$ cat src/rtl/eisu_pkg.sv
package eisu_pkg;

    // Per-channel sense codes; the values are the register encoding.
    typedef enum logic [1:0] {
        SNS_LEVEL_LOW = 2'd0,
        SNS_EDGE_FALL = 2'd1,
        SNS_EDGE_RISE = 2'd2,
        SNS_EDGE_BOTH = 2'd3
    } sense_e;

    localparam logic [31:0] OFS_NMI_STAT  = 32'h0000_0000;
    localparam logic [31:0] OFS_NMI_SENSE = 32'h0000_0004;
    localparam logic [31:0] OFS_EXT_STAT  = 32'h0000_0010;
    localparam logic [31:0] OFS_EXT_SENSE = 32'h0000_0014;
    localparam logic [31:0] OFS_EXT_MASK  = 32'h0001_0010;

endpackage

$ cat src/rtl/eisu_sync.sv
module eisu_sync #(
    parameter int   WIDTH   = 1,
    parameter int   STAGES  = 2,
    parameter logic RST_VAL = 1'b1
) (
    input  logic             clk,
    input  logic             rst_n,
    input  logic [WIDTH-1:0] async_i,
    output logic [WIDTH-1:0] sync_o
);

    typedef struct packed {
        logic [STAGES-1:0][WIDTH-1:0] stg;
    } sync_t;

    sync_t s_d, s_q;

    always_comb begin
        s_d        = s_q;
        s_d.stg[0] = async_i;
        for (int i = 1; i < STAGES; i++) begin
            s_d.stg[i] = s_q.stg[i-1];
        end
    end

    always_ff @(posedge clk or negedge rst_n) begin
        if (!rst_n) begin
            s_q.stg <= {(STAGES*WIDTH){RST_VAL}};
        end else begin
            s_q <= s_d;
        end
    end

    assign sync_o = s_q.stg[STAGES-1];

endmodule

$ cat src/rtl/eisu_edge_chan.sv
module eisu_edge_chan
    import eisu_pkg::*;
#(
    parameter logic PREV_RST = 1'b1
) (
    input  logic   clk,
    input  logic   rst_n,
    input  logic   lvl_i,     // synchronised pin
    input  sense_e sense_i,
    input  logic   clr_i,     // bus wrote 0 to this status bit
    output logic   status_o
);

    typedef struct packed {
        logic prev;
        logic status;
    } chan_t;

    chan_t st_d, st_q;
    logic  fall, rise, hit, is_edge, clr_ok;

    always_comb begin
        fall    = st_q.prev & ~lvl_i;
        rise    = ~st_q.prev & lvl_i;
        is_edge = (sense_i != SNS_LEVEL_LOW);
        unique case (sense_i)
            SNS_EDGE_FALL: hit = fall;
            SNS_EDGE_RISE: hit = rise;
            SNS_EDGE_BOTH: hit = fall | rise;
            default:       hit = 1'b0;
        endcase
        // clearing needs a set flag and an edge mode
        clr_ok = clr_i & st_q.status & is_edge;

        st_d      = st_q;
        st_d.prev = lvl_i;
        if (is_edge) begin
            st_d.status = hit | (st_q.status & ~clr_ok);
        end else begin
            st_d.status = ~lvl_i;
        end
    end

    always_ff @(posedge clk or negedge rst_n) begin
        if (!rst_n) begin
            st_q.prev   <= PREV_RST;
            st_q.status <= 1'b0;
        end else begin
            st_q <= st_d;
        end
    end

    assign status_o = st_q.status;

    // low level mode tracks the inverted synchronised pin
    assert_level_follow_R4: assert property (@(posedge clk) disable iff (!rst_n)
        (sense_i == SNS_LEVEL_LOW) |=> (status_o == !$past(lvl_i)));

    // an edge-mode flag holds unless a clear is requested
    assert_edge_hold_R5: assert property (@(posedge clk) disable iff (!rst_n)
        (sense_i != SNS_LEVEL_LOW && status_o && !clr_i) |=> status_o);

    // an edge-mode flag rises only on a selected edge
    assert_no_spurious_R5: assert property (@(posedge clk) disable iff (!rst_n)
        (sense_i != SNS_LEVEL_LOW && !status_o && !hit) |=> !status_o);

    // a new edge beats a simultaneous clear
    assert_edge_wins_R6: assert property (@(posedge clk) disable iff (!rst_n)
        (sense_i != SNS_LEVEL_LOW && hit && clr_i) |=> status_o);

endmodule

$ cat src/rtl/eisu_regs.sv
module eisu_regs
    import eisu_pkg::*;
#(
    parameter int NUM_CH = 8,
    parameter int ADDR_W = 17
) (
    input  logic                   clk,
    input  logic                   rst_n,
    input  logic                   bus_we,
    input  logic [ADDR_W-1:0]      bus_addr,
    input  logic [31:0]            bus_wdata,
    output logic [31:0]            bus_rdata,
    input  logic [NUM_CH-1:0]      ext_status_i,
    input  logic                   nmi_status_i,
    output logic [NUM_CH-1:0][1:0] ext_sense_o,
    output logic                   nmi_rise_o,
    output logic [NUM_CH-1:0]      ext_mask_o,
    output logic [NUM_CH-1:0]      ext_clr_o,
    output logic                   nmi_clr_o
);

    localparam int SENSE_W = 2 * NUM_CH;   // NUM_CH must not exceed 16

    typedef struct packed {
        logic                   nmi_rise;
        logic [NUM_CH-1:0][1:0] sense;
        logic [NUM_CH-1:0]      mask;
    } regs_t;

    regs_t r_d, r_q;
    logic [31:0] addr_ext;
    logic sel_nstat, sel_nsense, sel_estat, sel_esense, sel_mask;
    logic unused_wdata;

    assign addr_ext     = 32'(bus_addr);
    assign sel_nstat    = (addr_ext == OFS_NMI_STAT);
    assign sel_nsense   = (addr_ext == OFS_NMI_SENSE);
    assign sel_estat    = (addr_ext == OFS_EXT_STAT);
    assign sel_esense   = (addr_ext == OFS_EXT_SENSE);
    assign sel_mask     = (addr_ext == OFS_EXT_MASK);
    assign unused_wdata = ^bus_wdata;

    always_comb begin
        r_d = r_q;
        if (bus_we && sel_nsense) r_d.nmi_rise = bus_wdata[0];
        if (bus_we && sel_esense) r_d.sense    = bus_wdata[SENSE_W-1:0];
        if (bus_we && sel_mask)   r_d.mask     = bus_wdata[NUM_CH-1:0];
    end

    always_ff @(posedge clk or negedge rst_n) begin
        if (!rst_n) begin
            r_q <= '0;
        end else begin
            r_q <= r_d;
        end
    end

    always_comb begin
        bus_rdata = '0;
        if (sel_nstat) begin
            bus_rdata[0] = nmi_status_i;
        end else if (sel_nsense) begin
            bus_rdata[0] = r_q.nmi_rise;
        end else if (sel_estat) begin
            bus_rdata[NUM_CH-1:0] = ext_status_i;
        end else if (sel_esense) begin
            bus_rdata[SENSE_W-1:0] = r_q.sense;
        end else if (sel_mask) begin
            bus_rdata[NUM_CH-1:0] = r_q.mask;
        end
    end

    assign ext_sense_o = r_q.sense;
    assign nmi_rise_o  = r_q.nmi_rise;
    assign ext_mask_o  = r_q.mask;
    assign ext_clr_o   = {NUM_CH{bus_we & sel_estat}} & ~bus_wdata[NUM_CH-1:0];
    assign nmi_clr_o   = bus_we & sel_nstat & ~bus_wdata[0];

    // a mask write lands in the mask register on the next cycle
    assert_mask_write_R7: assert property (@(posedge clk) disable iff (!rst_n)
        (bus_we && sel_mask) |=> (ext_mask_o == $past(bus_wdata[NUM_CH-1:0])));

    // the non-maskable edge select follows its register write
    assert_nmi_sense_write_R8: assert property (@(posedge clk) disable iff (!rst_n)
        (bus_we && sel_nsense) |=> (nmi_rise_o == $past(bus_wdata[0])));

endmodule

$ cat src/rtl/ext_irq_sense_unit.sv
module ext_irq_sense_unit
    import eisu_pkg::*;
#(
    parameter int NUM_CH = 8,
    parameter int ADDR_W = 17
) (
    input  logic              clk,
    input  logic              rst_n,
    input  logic              bus_we,
    input  logic [ADDR_W-1:0] bus_addr,
    input  logic [31:0]       bus_wdata,
    output logic [31:0]       bus_rdata,
    input  logic              nmi_pin,
    input  logic [NUM_CH-1:0] ext_pin,
    output logic              nmi_req,
    output logic [NUM_CH-1:0] ext_req
);

    localparam int PIN_W = NUM_CH + 1;   // top bit carries the non-maskable pin

    logic [PIN_W-1:0]       pin_sync;
    logic [NUM_CH-1:0][1:0] ext_sense;
    logic [NUM_CH-1:0]      ext_mask, ext_clr, ext_status;
    logic                   nmi_rise, nmi_clr, nmi_status;
    sense_e                 nmi_sense;

    eisu_sync #(.WIDTH(PIN_W), .STAGES(2), .RST_VAL(1'b1)) u_sync (
        .clk     (clk),
        .rst_n   (rst_n),
        .async_i ({nmi_pin, ext_pin}),
        .sync_o  (pin_sync)
    );

    eisu_regs #(.NUM_CH(NUM_CH), .ADDR_W(ADDR_W)) u_regs (
        .clk          (clk),
        .rst_n        (rst_n),
        .bus_we       (bus_we),
        .bus_addr     (bus_addr),
        .bus_wdata    (bus_wdata),
        .bus_rdata    (bus_rdata),
        .ext_status_i (ext_status),
        .nmi_status_i (nmi_status),
        .ext_sense_o  (ext_sense),
        .nmi_rise_o   (nmi_rise),
        .ext_mask_o   (ext_mask),
        .ext_clr_o    (ext_clr),
        .nmi_clr_o    (nmi_clr)
    );

    for (genvar n = 0; n < NUM_CH; n++) begin : g_ch
        eisu_edge_chan #(.PREV_RST(1'b1)) u_chan (
            .clk      (clk),
            .rst_n    (rst_n),
            .lvl_i    (pin_sync[n]),
            .sense_i  (sense_e'(ext_sense[n])),
            .clr_i    (ext_clr[n]),
            .status_o (ext_status[n])
        );
    end

    // the non-maskable source only has the two edge modes
    assign nmi_sense = nmi_rise ? SNS_EDGE_RISE : SNS_EDGE_FALL;

    eisu_edge_chan #(.PREV_RST(1'b1)) u_nmi (
        .clk      (clk),
        .rst_n    (rst_n),
        .lvl_i    (pin_sync[NUM_CH]),
        .sense_i  (nmi_sense),
        .clr_i    (nmi_clr),
        .status_o (nmi_status)
    );

    assign ext_req = ext_status & ~ext_mask;
    assign nmi_req = nmi_status;

    // the non-maskable request only drops after a zero write to its flag
    assert_nmi_sticky_R9: assert property (@(posedge clk) disable iff (!rst_n)
        (nmi_req && !(bus_we && 32'(bus_addr) == OFS_NMI_STAT && !bus_wdata[0]))
        |=> nmi_req);

endmodule

$ cat config.mk
export PLATFORM = sky130hd
export DESIGN_NAME = ext_irq_sense_unit
export DESIGN_NICKNAME = d
export VERILOG_FILES = /design/src/rtl/eisu_pkg.sv /design/src/rtl/eisu_sync.sv /design/src/rtl/eisu_edge_chan.sv /design/src/rtl/eisu_regs.sv /design/src/rtl/ext_irq_sense_unit.sv
export SDC_FILE = /design/constraint.sdc
export NUM_CORES = 1
export LEC_CHECK = 0
export CAP_MARGIN = 20
export CORE_MARGIN = 3
export CORE_UTILIZATION = 57
export CTS_CLUSTER_DIAMETER = 40
export DETAILED_ROUTE_END_ITERATION = 8
export DONT_BUFFER_PORTS = 1
export GPL_ROUTABILITY_DRIVEN = 1
export MAX_ROUTING_LAYER = met4
export PLACE_DENSITY_LB_ADDON = 0.3
export SYNTH_ARGS = -nofsm -noshare
export SYNTH_HDL_FRONTEND = slang
export SYNTH_SLANG_ARGS = --single-unit
$ cat constraint.sdc
create_clock -name clk -period 1.3 [get_ports clk]
set_input_delay 0.065 -clock clk [delete_from_list [all_inputs] [get_ports clk]]
set_output_delay 0.065 -clock clk [all_outputs]
set_load 0.05 [all_outputs]
==> reports/metrics.yaml, run 1 <==
crit_slowest_cell: "dfstp_2"
status: "complete, but fails checks"
synth_ff_type: "dfrtp_1"
path_max_fanout: 3
slew_viol_final: 0
max_freq_mhz: 634
p_int_mw: 3.09
post-route-period-util_pct: 121
cts_buffers: 9
path_clk_slew_ps: 80
clkSinkCount: 61
swShare_pct: 27.7
synth_top_area_share_pct: 26.1
antenna_found_initial: 0
leakagePower_nw: 2.16
required_ps: 1540
die_x_um: 81.6
r2r_slack_ps: -280
seq_power_share_pct: 47.8
min-delay-path-class: "in2async"
area_growth_pct: 52.0
crit_family: "flip-flops"
vias: 2903
portBuffers: 0
wl_per_cell_um: 27.6
antennaDiodeCount: 0
grt_pass1_wl_mm: 15.2
place.gp.congestion: 0.847
clockRootBuffer: "clkbuf_8"
crit_buf_inv: 1
worstSkewPairLatency_ps: 360
grt_overflow_total: 0
syn_area_um2: 3260
power.switching_mw: 1.18
postRouteAntennaNets: 0
grt_max_degree: 62
finalClockSkew_ps: 12.9
io-pin-count: 102
final_common_cell: "buf_4"
combPwrFrac_pct: 12.9
finalSetupViolations: 24
timing.hold.ws_ps: -598
setup_ws_ps: -277
critPathMaxStageDelay_ps: 590
syn_avg_cell_area_um2: 11.7
start_util_pct: 61.4
drc: 0
finalNetCount: 444
via_per_inst: 6.57
ys_ff_latch: 61
power.share.clock_pct: 39.2
r2r_end: "g_ch[1].u_chan.status_o"
rsz0062_at_grt: "true"
dp_hpwl_mm: 5.55
drive_gt1_share_pct: 59.9
synth_cell_types: 38
ir_worst_vdd_uv: 1110
clock_path_buffers: 2
hold_buffers: 25
cts_tree: "built"
synth-edff-count: 0
fillers: 152
violations: "hold timing, setup timing"
crit_chain: "inv_1 -> ha_1 -> nor3b_1 -> a21oi_1 -> o32a_1"
grt_pass1_vias: 2970
worstSetupEndpointType: "flip-flop"
crit_arrival_ps: 1820
rows: 26
yosys-top-cells-area: "dfrtp_1 26%, dfstp_2 22%, mux2_2 8.6%, ha_1 6.1%, buf_4 3.7%"
core_um2: 5300
detailedPlace.worstSlack_ps: -213
routed_wl_mm: 12.2
async_flop_share_pct: 100
drt_iter0_drc: 219
reg2reg_depth: 5
synth_cells: 279
most-common-layout-cells: "45 x buf_4, 32 x dfrtp_1, 27 x dfstp_2"
yosys_warnings: 0
powerDensity_nw_per_um2: 863
worst-setup-path-type: "reg2reg"
ys_seq_area_share_pct: 47.9
fin_tns_setup_ps: -3330
cap_violations: 0
grt_usage_pct: 32.4
rr_startpoint: "u_sync.sync_o[1]"
die_h_um: 81.6
htreeDepth: 3
period_needed_ps: 1580
start_kind: "flip-flop"
drt-pass1-iter-count: 4
hold_violations: 61
yosys.area.top_type: "dfrtp_1"
dieArea_um2: 6650
==> final cells by class <==
| type | instances | area, µm² | share of cell area, % |
|---|---|---|---|
| inverters | 23 | 86.3 | 1.74 |
| well taps | 70 | 87.6 | 1.77 |
| multi-input cells | 184 | 2140 | 43.3 |
| clock buffers | 11 | 131 | 2.65 |
| clock inverters | 5 | 52.6 | 1.06 |
| flip-flops and latches | 61 | 1560 | 31.6 |
| repair buffers | 88 | 886 | 17.9 |
==> how the worst max path moves through the flow <==
| stage | start | cells after the start | slack [ps] | endpoint |
|---|---|---|---|---|
| finish | u_sync.sync_o[1] | 5 | -280 | g_ch[1].u_chan.status_o |
| global placement | bus_addr[5] | 5 | -130 | bus_rdata[6] |
| CTS | bus_addr[6] | 5 | -140 | bus_rdata[6] |
| global route | u_sync.sync_o[1] | 5 | -290 | g_ch[1].u_chan.status_o |
| floorplan | bus_addr[5] | 4 | -140 | bus_rdata[1] |
| detailed placement | bus_addr[5] | 5 | -210 | bus_rdata[6] |
==> power by group through the flow <==
| stage | combinational, mW | sequential, mW | clock [mW] |
|---|---|---|---|
| floorplan | 0.348 | 2.04 | 0 |
| global route | 0.579 | 2.05 | 1.74 |
| CTS | 0.460 | 2.03 | 1.63 |
| global placement | 0.336 | 2.05 | 0 |
| detailed placement | 0.348 | 2.06 | 0 |
| finish | 0.553 | 2.04 | 1.68 |
==> worst reg2reg max path: stages (launching register included) <==
cell and delay, ps:
dfstp_2 590, inv_1 80, ha_1 180, nor3b_1 320
a21oi_1 120, o32a_1 180
==> registers in the layout (all words and copies together), names as in the netlist, 8 cells and up <==
register	count
u_sync.s_d	9
u_regs.ext_mask_o	8
g_ch.u_chan.st_q	8
g_ch.u_chan.status_o	8
u_sync.sync_o	9
u_regs.ext_sense_o	16
==> cell families (layout without fill, tap and decap cells) <==
| kind of cell | Yosys count | count (layout) | share of synthesized area, % |
|---|---|---|---|
| buffers and inverters | 49 | 127 | 8.15 |
| other | 1 | 16 | 0.115 |
| AOI/OAI and AO/OA | 43 | 43 | 10.5 |
| DFF | 61 | 61 | 47.9 |
| muxes | 33 | 33 | 11.1 |
| and+or+nand+nor | 76 | 76 | 16.1 |
| adders and majority gates | 16 | 16 | 6.15 |
==> metal layers <==
| layer | GRT usage [%] | share of wire (%) | vias up |
|---|---|---|---|
| met2 | 56.0 | 52 | 198 |
| met5 | - | 0 | - |
| met3 | 5.70 | 7.7 | 72 |
| li1 | - | - | 1157 |
| met4 | 18.4 | 5.8 | 0 |
| met1 | 35.1 | 35 | 1476 |
==> synthesized netlist by cell type (all sizes together), types with 7 or more instances <==
cell type	count
dfrtp	34
nor4b	9
ha	16
and3	9
inv	23
mux2i	8
nand2	7
buf	23
o32a	8
nor2b	15
o41a	8
a21oi	8
o21ai	9
nor3	10
nor3b	8
a2bb2oi	8
mux2	25
dfstp	27
==> stage by stage <==
step / utilization [%] / area, µm² / total power [mW] / cells
floorplan: - / 3770 / 2.39 / 294
global placement: 76.2 / 4040 / 2.39 / 376
detailed placement: 76.2 / 4040 / 2.40 / 376
CTS: 89.9 / 4770 / 4.12 / 437
global route: 93.3 / 4950 / 4.36 / 442
finish: 93.3 / 4950 / 4.27 / 442
==> repair_timing <==
item                                    in CTS  in global routing
endpoints found under the setup margin      24                 29
hold endpoints to repair                    96                 61
cloned                                       0                  0
pin swaps                                   35                 15
setup buffers                               20                  6
resized for setup                           36                 38
Power figures use the tool's default switching activity.
==> run 2, diff against run 1 <==
--- a/config.mk
+++ b/config.mk
@@ -6,6 +6,7 @@
 export NUM_CORES = 1
 export LEC_CHECK = 0
 export CAP_MARGIN = 20
+export CORE_ASPECT_RATIO = 2
 export CORE_MARGIN = 3
 export CORE_UTILIZATION = 57
 export CTS_CLUSTER_DIAMETER = 40
@@ -16,4 +17,5 @@
 export PLACE_DENSITY_LB_ADDON = 0.3
 export SYNTH_ARGS = -nofsm -noshare
 export SYNTH_HDL_FRONTEND = slang
+export SYNTH_HIERARCHICAL = 1
 export SYNTH_SLANG_ARGS = --single-unit
==> reports/metrics.yaml, run 2 <==
status: "complete, but fails checks"
violations: "hold timing, setup timing"
drive_gt1_share_pct: 59.0
dpl.cell_count: 355
drt_iter0_drc: 101
grt_max_degree: 62
path_clk_slew_ps: 60
grt_pass1_vias: 2418
syn_area_um2: 3230
powerDensity_nw_per_um2: 851
fillers: 246
p_total_mw: 3.96
grt.met1_usage_pct: 25.0
cts_tree: "built"
max_freq_mhz: 585
via_per_inst: 5.68
grt_usage_pct: 23.9
drt-pass1-iter-count: 4
rr_startpoint: "u_sync/sync_o[1]"
gr-usage-met2_pct: 39.3
clockRootBuffer: "clkbuf_8"
cts_buffers: 9
hold_violations: 61
largest_reg_flops: 16
cap_violations: 0
yosys-top-cells-count: "34 x dfrtp_1, 27 x dfstp_2, 23 x mux2_2"
period_needed_ps: 1710
grt_overflow_total: 0
synth-edff-count: 0
crit_arrival_ps: 1640
area_growth_pct: 44.1
rsz0062_at_grt: "true"
synth_cell_types: 34
dp_hpwl_mm: 4.53
start_util_pct: 59.1
postRouteAntennaNets: 0
grt_pass1_wl_mm: 11.4
wl_per_cell_um: 19.5
syn_avg_cell_area_um2: 11.9
die_x_um: 59.2
ys_seq_area_share_pct: 48.3
async_flop_share_pct: 100
yosys-top-cells-area: "dfrtp_1 26%, dfstp_2 22%, mux2_2 8.0%, ha_1 7.0%, buf_4 3.7%"
clkSinkCount: 61
clock_path_buffers: 2
timing.hold.ws_ps: -579
multi_input_area_um2: 2020
r2r_slack_ps: 0
slew_viol_final: 0
crit_slowest_cell: "mux4_2"
hold_buffers: 26
antenna_found_initial: 0
place.gp.congestion: 0.804
synth_ff_type: "dfrtp_1"
worstSkewPairLatency_ps: 340
yosys.area.top_type: "dfrtp_1"
required_ps: 1240
synth_top_area_share_pct: 26.3
io-pin-count: 102
fin_cells: 414
detailedPlace.worstSlack_ps: -243
htreeDepth: 3
yosys_warnings: 6
vias: 2353
post-route-period-util_pct: 132
finalSetupViolations: 26
worstSetupEndpointType: "primary output"
yosysMostFrequentCell: "dfrtp_1"
rows: 38
fin_tns_setup_ps: -1670
setup_ws_ps: -410
top_usage_layer: "met2"
core_um2: 5470
worst-setup-path-type: "reg2out"
portBuffers: 0
finalNetCount: 428
critPathMaxStageDelay_ps: 500
min-delay-path-class: "in2async"
r2r_end: "g_ch[1].u_chan/status_o"
antennaDiodeCount: 0
crit_chain: "mux4_2 -> mux2i_4 -> nor4b_4 -> buf_12"
drc: 0
reg2reg_depth: 5
grtUsageMet3_pct: 6.44
dieArea_um2: 6660
ir_worst_vdd_uv: 862
most-common-layout-cells: "33 x buf_4, 33 x dfrtp_1, 27 x dfstp_2"
routed_wl_mm: 8.07
synth_cells: 272
ys_ff_latch: 61
seqCellArea_um2: 1560
finalClockSkew_ps: 10.4
leakagePower_nw: 2.08
path_max_fanout: 2
die_h_um: 112
start_kind: "flip-flop"
run 2: changes by cell type after synthesis, sizes merged, moves of 9 or more:
cell / delta
nor2: +15
and2b: +9
o21ai: -9
o22a: +9
run 2: logic make-up after synthesis:
| logic type | after synthesis | share of synthesized area (%) |
|---|---|---|
| AOI/OAI and AO/OA | 34 | 8.52 |
| adders and majority gates | 18 | 6.97 |
| buffers and inverters | 42 | 7.25 |
| DFF | 61 | 48.3 |
| muxes | 34 | 12.1 |
| other | 1 | 0.116 |
| and+or+nand+nor | 82 | 16.7 |
run 2: metrics by stage:
stage,cell area [µm²],util [%]
finish,4650,85.1
global route,4650,85.1
CTS,4330,79.3
detailed placement,3730,68.2
global placement,3730,68.2
floorplan,3450,-
run 2: worst max path at each step:
| stage | startpoint | endpoint | slack, ps | depth (start not counted) |
|---|---|---|---|---|
| 4_1_cts | u_nmi/status_o | bus_rdata[0] | -420 | 4 |
| 5_1_grt | u_regs/ext_sense_o[0] | bus_rdata[0] | -440 | 4 |
| 6_report | u_regs/ext_sense_o[0] | bus_rdata[0] | -410 | 4 |
| 2_1_floorplan | u_nmi/status_o | bus_rdata[0] | -310 | 3 |
| 3_3_place_gp | bus_addr[10] | u_regs/ext_mask_o[7] | -180 | 5 |
| 3_5_place_dp | bus_addr[15] | g_ch[2].u_chan/status_o | -240 | 8 |
run 2: timing repair:
item / CTS / global route
pin swaps: 13 / 28
buffers inserted: 8 / 10
gates resized for setup: 21 / 57
setup endpoints to repair: 25 / 25
hold endpoints to repair: 95 / 61
run 2: final cells by class:
cell class              instances  area share, %
repair buffers                 73           16.3
well taps                      60           1.61
clock buffers                  14           3.28
clock inverters                 2          0.215
multi-input cells             184           43.5
inverters                      20           1.61
flip-flops and latches         61           33.6
run 2: metal layers:
layer  wire length, µm  vias up
li1                  -     1062
met1              2760     1185
met2              4620       86
met3               418       20
met4               272        0
met5                 0        -
run 2: worst max-delay path: cells and delay by family, from the launching register on:
family                 cells  cell delay [ps]
buffers and inverters      1              150
DFF                        1              390
muxes                      2              700
and+or+nand+nor            1               80
run 2: power breakdown:
part	total, mW	internal, mW	leakage (nW)	switching [mW]
clock network	1.42	0.740	0.0844	0.684
registers	2.03	1.99	0.735	0.0426
logic	0.503	0.220	1.26	0.283
total	3.96	2.95	2.08	1.01
